`src/rtl/sdod_pkg.sv`:
```
package sdod_pkg;
  localparam int SYM_W   = 4;
  localparam int SYM_LIM = 4;
  localparam int SQ_W    = 5;

  // Saturate a symbol to the legal range and square it.
  function automatic logic [SQ_W-1:0] sym_square(input logic signed [SYM_W-1:0] s);
    logic [2:0] mag;
    if (s > 4'sd4)       mag = 3'd4;
    else if (s < -4'sd4) mag = 3'd4;
    else if (s < 0)      mag = 3'(-s);
    else                 mag = 3'(s);
    return SQ_W'(mag * mag);
  endfunction

  // Map the programmed length to the usable range 1..lim.
  function automatic int unsigned eff_length(input int unsigned len, input int unsigned lim);
    if (len == 0)  return 1;
    if (len > lim) return lim;
    return len;
  endfunction
endpackage

```
`src/rtl/sdod_sym_square.sv`:
```
module sdod_sym_square
  import sdod_pkg::*;
(
  input  logic [SYM_W-1:0] sym,
  output logic [SQ_W-1:0]  sq
);
  always_comb sq = sym_square(sym);
endmodule

```
`src/rtl/sdod_window_acc.sv`:
```
module sdod_window_acc
  import sdod_pkg::*;
#(
  parameter int WIN_MAX = 256,
  localparam int LEN_W  = $clog2(WIN_MAX) + 1,
  localparam int ACC_W  = $clog2(WIN_MAX * 16 + 1)
)(
  input  logic             clk,
  input  logic             rst,
  input  logic             vld,
  input  logic [SQ_W-1:0]  sq,
  input  logic [LEN_W-1:0] len_eff,
  output logic             win_end,
  output logic [ACC_W-1:0] win_sum,
  output logic [ACC_W-1:0] acc_q
);
  logic [LEN_W-1:0] cnt_q;
  logic [LEN_W-1:0] cnt_next;

  always_comb begin
    cnt_next = cnt_q + LEN_W'(1);
    win_end  = vld && (cnt_next >= len_eff);
    win_sum  = acc_q + ACC_W'(sq);
  end

  always_ff @(posedge clk) begin
    if (rst) begin
      cnt_q <= '0;
      acc_q <= '0;
    end else if (vld) begin
      if (win_end) begin
        cnt_q <= '0;
        acc_q <= '0;
      end else begin
        cnt_q <= cnt_next;
        acc_q <= win_sum;
      end
    end
  end
endmodule

```
`src/rtl/sdod_thresh_cmp.sv`:
```
module sdod_thresh_cmp #(
  parameter int ACC_W = 13
)(
  input  logic             clk,
  input  logic             rst,
  input  logic             win_end,
  input  logic [ACC_W-1:0] win_sum,
  input  logic [ACC_W-1:0] thr_big,
  input  logic [ACC_W-1:0] thr_small,
  output logic             flag_big,
  output logic             flag_small,
  output logic [ACC_W-1:0] sum_q
);
  always_ff @(posedge clk) begin
    if (rst) begin
      flag_big   <= 1'b0;
      flag_small <= 1'b0;
      sum_q      <= '0;
    end else if (win_end) begin
      flag_big   <= (win_sum > thr_big);
      flag_small <= (win_sum > thr_small);
      sum_q      <= win_sum;
    end
  end
endmodule

```
`src/rtl/sd_overload_detector.sv`:
```
module sd_overload_detector
  import sdod_pkg::*;
#(
  parameter int NUM_CH  = 2,
  parameter int WIN_MAX = 256,
  localparam int LEN_W  = $clog2(WIN_MAX) + 1,
  localparam int ACC_W  = $clog2(WIN_MAX * 16 + 1)
)(
  input  logic                    clk,
  input  logic                    rst,
  input  logic [NUM_CH-1:0]       sample_vld,
  input  logic [NUM_CH*SYM_W-1:0] sample_data,
  input  logic [LEN_W-1:0]        win_len,
  input  logic [ACC_W-1:0]        thr_big,
  input  logic [ACC_W-1:0]        thr_small,
  input  logic                    manual_mode,
  output logic [NUM_CH-1:0]       ovl_big,
  output logic [NUM_CH-1:0]       ovl_small,
  output logic [NUM_CH-1:0]       mon_big,
  output logic [NUM_CH-1:0]       mon_small,
  output logic [NUM_CH*ACC_W-1:0] last_sum
);
  logic [LEN_W-1:0]        len_eff;
  logic [NUM_CH-1:0]       win_end;
  logic [NUM_CH*ACC_W-1:0] acc_bus;

  always_comb len_eff = LEN_W'(eff_length(int'(win_len), WIN_MAX));

  for (genvar c = 0; c < NUM_CH; c++) begin : g_ch
    logic [SQ_W-1:0]  sq;
    logic [ACC_W-1:0] win_sum;

    sdod_sym_square u_sq (
      .sym (sample_data[c*SYM_W +: SYM_W]),
      .sq  (sq)
    );

    sdod_window_acc #(.WIN_MAX(WIN_MAX)) u_win (
      .clk     (clk),
      .rst     (rst),
      .vld     (sample_vld[c]),
      .sq      (sq),
      .len_eff (len_eff),
      .win_end (win_end[c]),
      .win_sum (win_sum),
      .acc_q   (acc_bus[c*ACC_W +: ACC_W])
    );

    sdod_thresh_cmp #(.ACC_W(ACC_W)) u_cmp (
      .clk        (clk),
      .rst        (rst),
      .win_end    (win_end[c]),
      .win_sum    (win_sum),
      .thr_big    (thr_big),
      .thr_small  (thr_small),
      .flag_big   (ovl_big[c]),
      .flag_small (ovl_small[c]),
      .sum_q      (last_sum[c*ACC_W +: ACC_W])
    );
  end

  always_comb begin
    mon_big   = manual_mode ? ovl_big   : '0;
    mon_small = manual_mode ? ovl_small : '0;
  end
endmodule

```
`config.mk`:
```
export PLATFORM = sky130hd
export DESIGN_NAME = sd_overload_detector
export DESIGN_NICKNAME = d
export VERILOG_FILES = /design/src/rtl/sdod_pkg.sv /design/src/rtl/sdod_sym_square.sv /design/src/rtl/sdod_window_acc.sv /design/src/rtl/sdod_thresh_cmp.sv /design/src/rtl/sd_overload_detector.sv
export SDC_FILE = /design/constraint.sdc
export NUM_CORES = 1
export LEC_CHECK = 0
export ABC_AREA = 1
export BUFFER_PORTS_ARGS = -buffer_cell sky130_fd_sc_hd__clkbuf_2
export CAP_MARGIN = 20
export CORE_MARGIN = 1
export CORE_UTILIZATION = 40
export CTS_BUF_LIST = sky130_fd_sc_hd__clkbuf_4 sky130_fd_sc_hd__clkbuf_8 sky130_fd_sc_hd__clkbuf_16
export DETAILED_ROUTE_END_ITERATION = 12
export SETUP_SLACK_MARGIN = 0.3
export SLEW_MARGIN = 20
export SYNTH_ARGS = -nofsm -noshare
export SYNTH_HDL_FRONTEND = slang
export SYNTH_SLANG_ARGS = --single-unit
```
`constraint.sdc`:
```
create_clock -name clk -period 3.83 [get_ports clk]
set_input_delay 1.149 -clock clk [delete_from_list [all_inputs] [get_ports clk]]
set_output_delay 1.149 -clock clk [all_outputs]
set_load 0.05 [all_outputs]
```
After elaboration in Yosys (flattened, before gate mapping)
Index checks and enable logic that the tools add are counted.

operators by class
  reduce and logical (&&, ||, !) cells = 3
  muxes and demuxes = 19
  multipliers = 2
  add/sub/neg operators = 6
  $lt $le $gt $ge = 13

operator list
  kind                 count
  $gt 13x13->1         4
  $mux 9               5
  $add 13x5->13        2
  $mux 13              2
  $add 9x1->9 const B  2
  $ge 9x9->1           2
  $mux 3               6
  $mul 3x3->5          2
  $gt 9x9->1 const B   1
  $logic_not 9->1      1
  $gt 4x4->1 const B   2
  $lt 4x1->1 const B   2
  $lt 4x3->1 const B   2
  $neg 3->3            2
  $mux 1               4
  $mux 2               2
  $logic_and 1x1->1    2

word-level totals
  flip-flop bits (word level) = 74
  input port bits = 48
  word-level logic and storage cells = 53

Logic depth before layout (Yosys ltp)
  depth after elaboration = 8
  mapped depth = 27

Cells and area by module
Synthesis repeated with hierarchy kept, for this count alone.

second synthesis, totals
  cells, all modules = 1,058
  area, all modules = 6,936.7 um2

modules (own cells, without submodules)
  module                cells each  times used  area each (um2)
  sdod_window_acc       292         2           1,976.9
  sdod_thresh_cmp       190         2           1,251.2
  sdod_sym_square       28          2           163.9
  sd_overload_detector  38          1           152.6

Worst setup path after synthesis
OpenSTA, ideal clock, no wires.

  path type = input port to flip-flop
  from = input sample_data[0]
  to = register g_ch[0].u_cmp.flag_small
  slack = -253 ps
  stages on the path = 25
  buffers on the path = 0
  arrival time = 4,012 ps
  data required time = 3,759 ps
  cells stage by stage = inv_1 ha_1 nor3_1 inv_1 o2111ai_1 nor2_1 ha_1 xnor2_1 ha_1 nand2_1 nor3_1 nand2_1 nand2_2 nand2_1 nand2_1 nand2_1 ha_1 nand2_1 nor2_1 inv_1 nor2_1 nand2_1 a21oi_1 nand2_1 a21oi_1

between the ends
  longest elaborated chain between the ends = 7
  elaborated cells on any way between the ends = 10

ends and longest elaborated chain
  element                                         line                        RTL
  start, declared                                 sd_overload_detector.sv:12  input logic [NUM_CH*SYM_W-1:0] sample_data,
  $lt 4x1->1 / $neg 3->3 (equally long branches)  sdod_pkg.sv:11              else if (s < 0) mag = 3'(-s);
  $mux 3                                          sdod_pkg.sv:11
  $mux 3                                          sdod_pkg.sv:10              else if (s < -4'sd4) mag = 3'd4;
  $mux 3 *                                        sdod_pkg.sv:9               if (s > 4'sd4) mag = 3'd4;
  $mul 3x3->5 *                                   sdod_pkg.sv:13              return SQ_W'(mag * mag);
  $add 13x5->13 *                                 sdod_window_acc.sv:23       win_sum = acc_q + ACC_W'(sq);
  named net g_ch[0].u_cmp.win_sum[12]             sdod_thresh_cmp.sv:7        input logic [ACC_W-1:0] win_sum,
  $gt 13x13->1 *                                  sdod_thresh_cmp.sv:21       flag_small <= (win_sum > thr_small);
  end signal, assigned                            sdod_thresh_cmp.sv:21
  end, declared                                   sdod_thresh_cmp.sv:11       output logic flag_small,

The timed path passes the listed nets; every way through them passes the cells marked *.
A chain may end at the register's enable or synchronous reset.

Worst setup path after layout
  from = input sample_data[5]
  to = register g_ch[1].u_cmp.flag_big

between the ends
  longest elaborated chain between the ends = 7
  elaborated cells on any way between the ends = 10

ends and longest elaborated chain
  element                                         line                   RTL
  $lt 4x1->1 / $neg 3->3 (equally long branches)  sdod_pkg.sv:11
  $mux 3                                          sdod_pkg.sv:11
  $mux 3                                          sdod_pkg.sv:10
  $mux 3 *                                        sdod_pkg.sv:9
  $mul 3x3->5 *                                   sdod_pkg.sv:13
  $add 13x5->13 *                                 sdod_window_acc.sv:23
  named net g_ch[1].u_cmp.win_sum[10]             sdod_thresh_cmp.sv:7
  $gt 13x13->1 *                                  sdod_thresh_cmp.sv:20  flag_big <= (win_sum > thr_big);
  end signal, assigned                            sdod_thresh_cmp.sv:20
  end, declared                                   sdod_thresh_cmp.sv:10  output logic flag_big,

Marks and branches as above.

==> implementation parameters <==
Parameter                              Value

Detailed routing
  DR WL/cell    12.7 µm
  Per-cell via count in the routed design    ~4.7
  Number of nets with antenna violations after routing    0
  Wirelength, routed    15700 µm
  Drc violations    0
  Total vias in the final route    5857
  Total iterations of the first detailed-routing run    4
  Initial DRC count    257

Logic synthesis
  Leading area contributor after synthesis    sky130_fd_sc_hd__dfxtp_1
  Yosys top cell area share    24.8%
  Count of flip-flops with a built-in enable after synthesis    0
  Prevailing post-synth register cell    sky130_fd_sc_hd__dfxtp_1
  Total nets after synthesis    1042
  Count of different cell masters after synthesis    32
  Synth Instances    907
  Leading post-synthesis cells by cell area    sky130_fd_sc_hd__dfxtp_1, sky130_fd_sc_hd__nand2_1, sky130_fd_sc_hd__ha_1
  Most used standard cell by instance count after synthesis    sky130_fd_sc_hd__nand2_1
  Share of the yosys chip area belonging to registers    around a quarter
  Flip-flop and latch count after synthesis    74
  Mapped Area    0.00597 mm²
  Post-synthesis async set-or-reset flop share    0%
  Yosys warns    0
  Synthesized area per cell    6.58 µm²
  Most frequent cells after synthesis    sky130_fd_sc_hd__nand2_1, sky130_fd_sc_hd__inv_1, sky130_fd_sc_hd__a21oi_1

Die
  Die extent in x    between 100 and 150 µm
  Starting utilization of the core area    41.0%
  Core area    0.0145 mm²
  Number of standard-cell rows in the floorplan    44
  Die area    0.0154 mm²
  Boundary pin count    82
  Chip Height    124 µm

Status
  Status    complete, but fails checks
  Violations in the final reports    setup timing

Placement
  Final RePlAce weighted congestion    0.814
  HPWL after detailed placement    11700 µm
  Count of placed standard cells including taps    between 1000 and 1500
  Placed inst area    0.00722 mm²
  Count of input and output buffers    81
  Dpl ws    -0.558 ns

Layout
  Net count reported at finish    about 1200
  Non-filler cells in the finished layout    1239
  Post-Layout Inst Area    0.00799 mm²
  Post-Route Utilization    55.0%
  Signed area change from the synthesized netlist to the final layout    34.0%
  Number of antenna repair diodes    0
  Share of cells above drive strength 1    27.2%

Hold path
  Worst hold-check path type    flip-flop to flip-flop
  Hold Crit Depth    2

Clock tree
  Clock tree buffer depth    2
  Clock input transition at the sequential cells of the worst setup and hold paths    0.06 ns
  Number of hold-repair buffers added at the cts stage    0
  Level count of the clock H-tree    3
  Clock sinks    74
  TritonCTS clock tree    done
  Total clock buffers created by CTS    9
  Clk Latency, worst-skew pair    0.35 ns
  Cell at the root of the clock tree    sky130_fd_sc_hd__clkbuf_16

STA
  Final setup margin    -0.0981 ns
  Setup violation total in the final timing report    4
  Fin. max-slew vios    0
  Highest Clock Rate    ~250 MHz
  Post-Route Skew    0.00953 ns
  Final min period    3.93 ns
  Post-route fraction of the period consumed by the critical path    103%
  Measured slew at the worst slew-check pin    0.809 ns
  RSZ-0062 raised after global routing    true
  Final number of hold-violating endpoints    0
  Relative slew slack    46.0%

Power and ir drop
  Combinational share of power    about a quarter
  Power dissipated by switching net loads    a little under 700 µW
  Power density over the cells    281 mW/mm²
  Net switching share of the total power    30.8%
  Sequential fraction of design power    35.9%
  Cell-internal power    ~1.6 mW
  Maximum ir drop on the vdd rail    0.206 mV
  Share of power burned in the clock network    37.5%
  PnR Total Power    2.24 mW
  Standby leakage power    4.05 nW

Critical path
  Critical path fanouts, max    5
  Slowest stage cell, crit path    sky130_fd_sc_hd__ha_4
  Delay of the slowest cell on the worst path    0.29 ns
  Startpoint Class    input port
  Number of cell instances on the worst register-to-register path    15
  WS Path Type    input port to flip-flop
  Critical Path AT    between 4 and 5 ns
  Nature of the critical path endpoint    flip-flop
  Cell repeated most along the worst path    sky130_fd_sc_hd__nand2_2
  Critical path data required time    around 4.1 ns

Global routing
  Congestion Overflow GR    0
  Number of global-route vias before repair    5184
  GRT Resource Usage Total    20.9%
  Wire length of the first global-routing pass    ~25000 µm
  Maximum number of pins on one net before global-route repair    42
  Antenna violations before repair    0

Flow run
  Max-cap violations    0
-- metrics by stage --
step	TNS, ns	hold slack, ns
3_3_place_gp	-1.89	0.456
3_5_place_dp	-2.09	0.459
2_1_floorplan	-0.352	0.445
4_1_cts	-0.0701	0.467
5_1_grt	-1.14	0.481
6_report	-0.322	0.464
-- layout by cell type, fill, tap and decap left out, types with 3 or more instances in the layout --
cell                        instances
sky130_fd_sc_hd__nand2_1          284
sky130_fd_sc_hd__inv_1            125
sky130_fd_sc_hd__a21oi_1           84
sky130_fd_sc_hd__clkbuf_2          77
sky130_fd_sc_hd__buf_4             75
sky130_fd_sc_hd__dfxtp_1           74
sky130_fd_sc_hd__ha_1              63
sky130_fd_sc_hd__nor2_1            46
sky130_fd_sc_hd__nand2_2           29
sky130_fd_sc_hd__nand3_1           27
sky130_fd_sc_hd__ha_4              22
sky130_fd_sc_hd__xor2_1            16
sky130_fd_sc_hd__nand4_1           16
sky130_fd_sc_hd__clkbuf_16         12
sky130_fd_sc_hd__nand2_4           11
sky130_fd_sc_hd__a21oi_2            9
sky130_fd_sc_hd__o21ai_0            9
sky130_fd_sc_hd__nor2_2             9
sky130_fd_sc_hd__nor3_1             8
sky130_fd_sc_hd__nor2_4             7
sky130_fd_sc_hd__inv_2              5
sky130_fd_sc_hd__xnor2_1            5
sky130_fd_sc_hd__xor2_2             4
sky130_fd_sc_hd__clkbuf_8           4
sky130_fd_sc_hd__nand3b_1           3
sky130_fd_sc_hd__inv_12             3
-- worst max-delay path: cells and delay by family --
| kind | cells | cell delay, ns |
|---|---|---|
| AO/OA/AOI/OAI | 2 | 0.25 |
| adder cells (fa/ha/maj) | 4 | 0.89 |
| AND/OR/NAND/NOR | 16 | 1.45 |
| XOR/XNOR | 1 | 0.15 |
| buffers and inverters | 5 | 0.31 |
-- final timing paths --
kind                                          endpoint  slack, ns                            startpoint
setup / recovery   g_ch[1].u_cmp.flag_big$_SDFFE_PP0P_       -0.1                        sample_data[5]
hold / removal    g_ch[1].u_cmp.sum_q[11]$_SDFFE_PP0P_       0.46  g_ch[1].u_cmp.sum_q[11]$_SDFFE_PP0P_
setup reg to reg   g_ch[0].u_win.acc_q[5]$_SDFFE_PP0P_       1.02   g_ch[0].u_win.cnt_q[1]$_SDFFE_PP0P_
hold reg to reg   g_ch[1].u_cmp.sum_q[11]$_SDFFE_PP0P_       0.46  g_ch[1].u_cmp.sum_q[11]$_SDFFE_PP0P_
-- sequential cells by signal, indices dropped and copies added, names as in the netlist --
name	count
g_ch.u_cmp.flag_small	2
g_ch.u_win.acc_q	26
g_ch.u_cmp.flag_big	2
g_ch.u_cmp.sum_q	26
g_ch.u_win.cnt_q	18
-- per-layer routing --
metal / vias to the layer above / part of all wire [%] / global-route usage, %
li1: 3157 / - / -
met5: - / 0 / 0
met4: 0 / 1.3 / 5.80
met2: 90 / 46 / 34.1
met1: 2593 / 49 / 27.6
met3: 17 / 3.6 / 4.35
-- area by class of cell --
cell class / instances / area [µm²]
timing repair buffer: 156 / 1040
fill: 1466 / 6540
clock inverter: 2 / 10.0
inverter: 134 / 543
multi-input combinational: 675 / 4410
clock buffer: 14 / 282
sequential: 74 / 1480
tap: 184 / 230
-- timing repair --
action	4_1_cts	5_1_grt
resized for setup	34	39
buffers inserted	5	3
endpoints found under the setup margin	4	8
pin swaps	40	43
-- cells by family (layout without fill, tap and decap cells) --
kind of cell,count (synthesis),in the layout,share of synthesized area [%]
and+or+nand+nor,449,449,31.2
buffers and inverters,158,306,11.0
AOI/OAI and AO/OA,110,110,10.1
adders and majority gates,87,87,18.2
DFF,74,74,24.8
xor gates and xnor gates,29,29,4.64
-- power groups by stage --
stage               combinational (mW)  clock, mW  sequential (mW)
global placement                 0.549          0            0.820
global route                     0.668      0.895            0.807
detailed placement               0.553          0            0.821
finish                           0.597      0.841            0.804
floorplan                        0.334          0            0.839
CTS                              0.575      0.856            0.804
(Power assumes the default switching activity.)
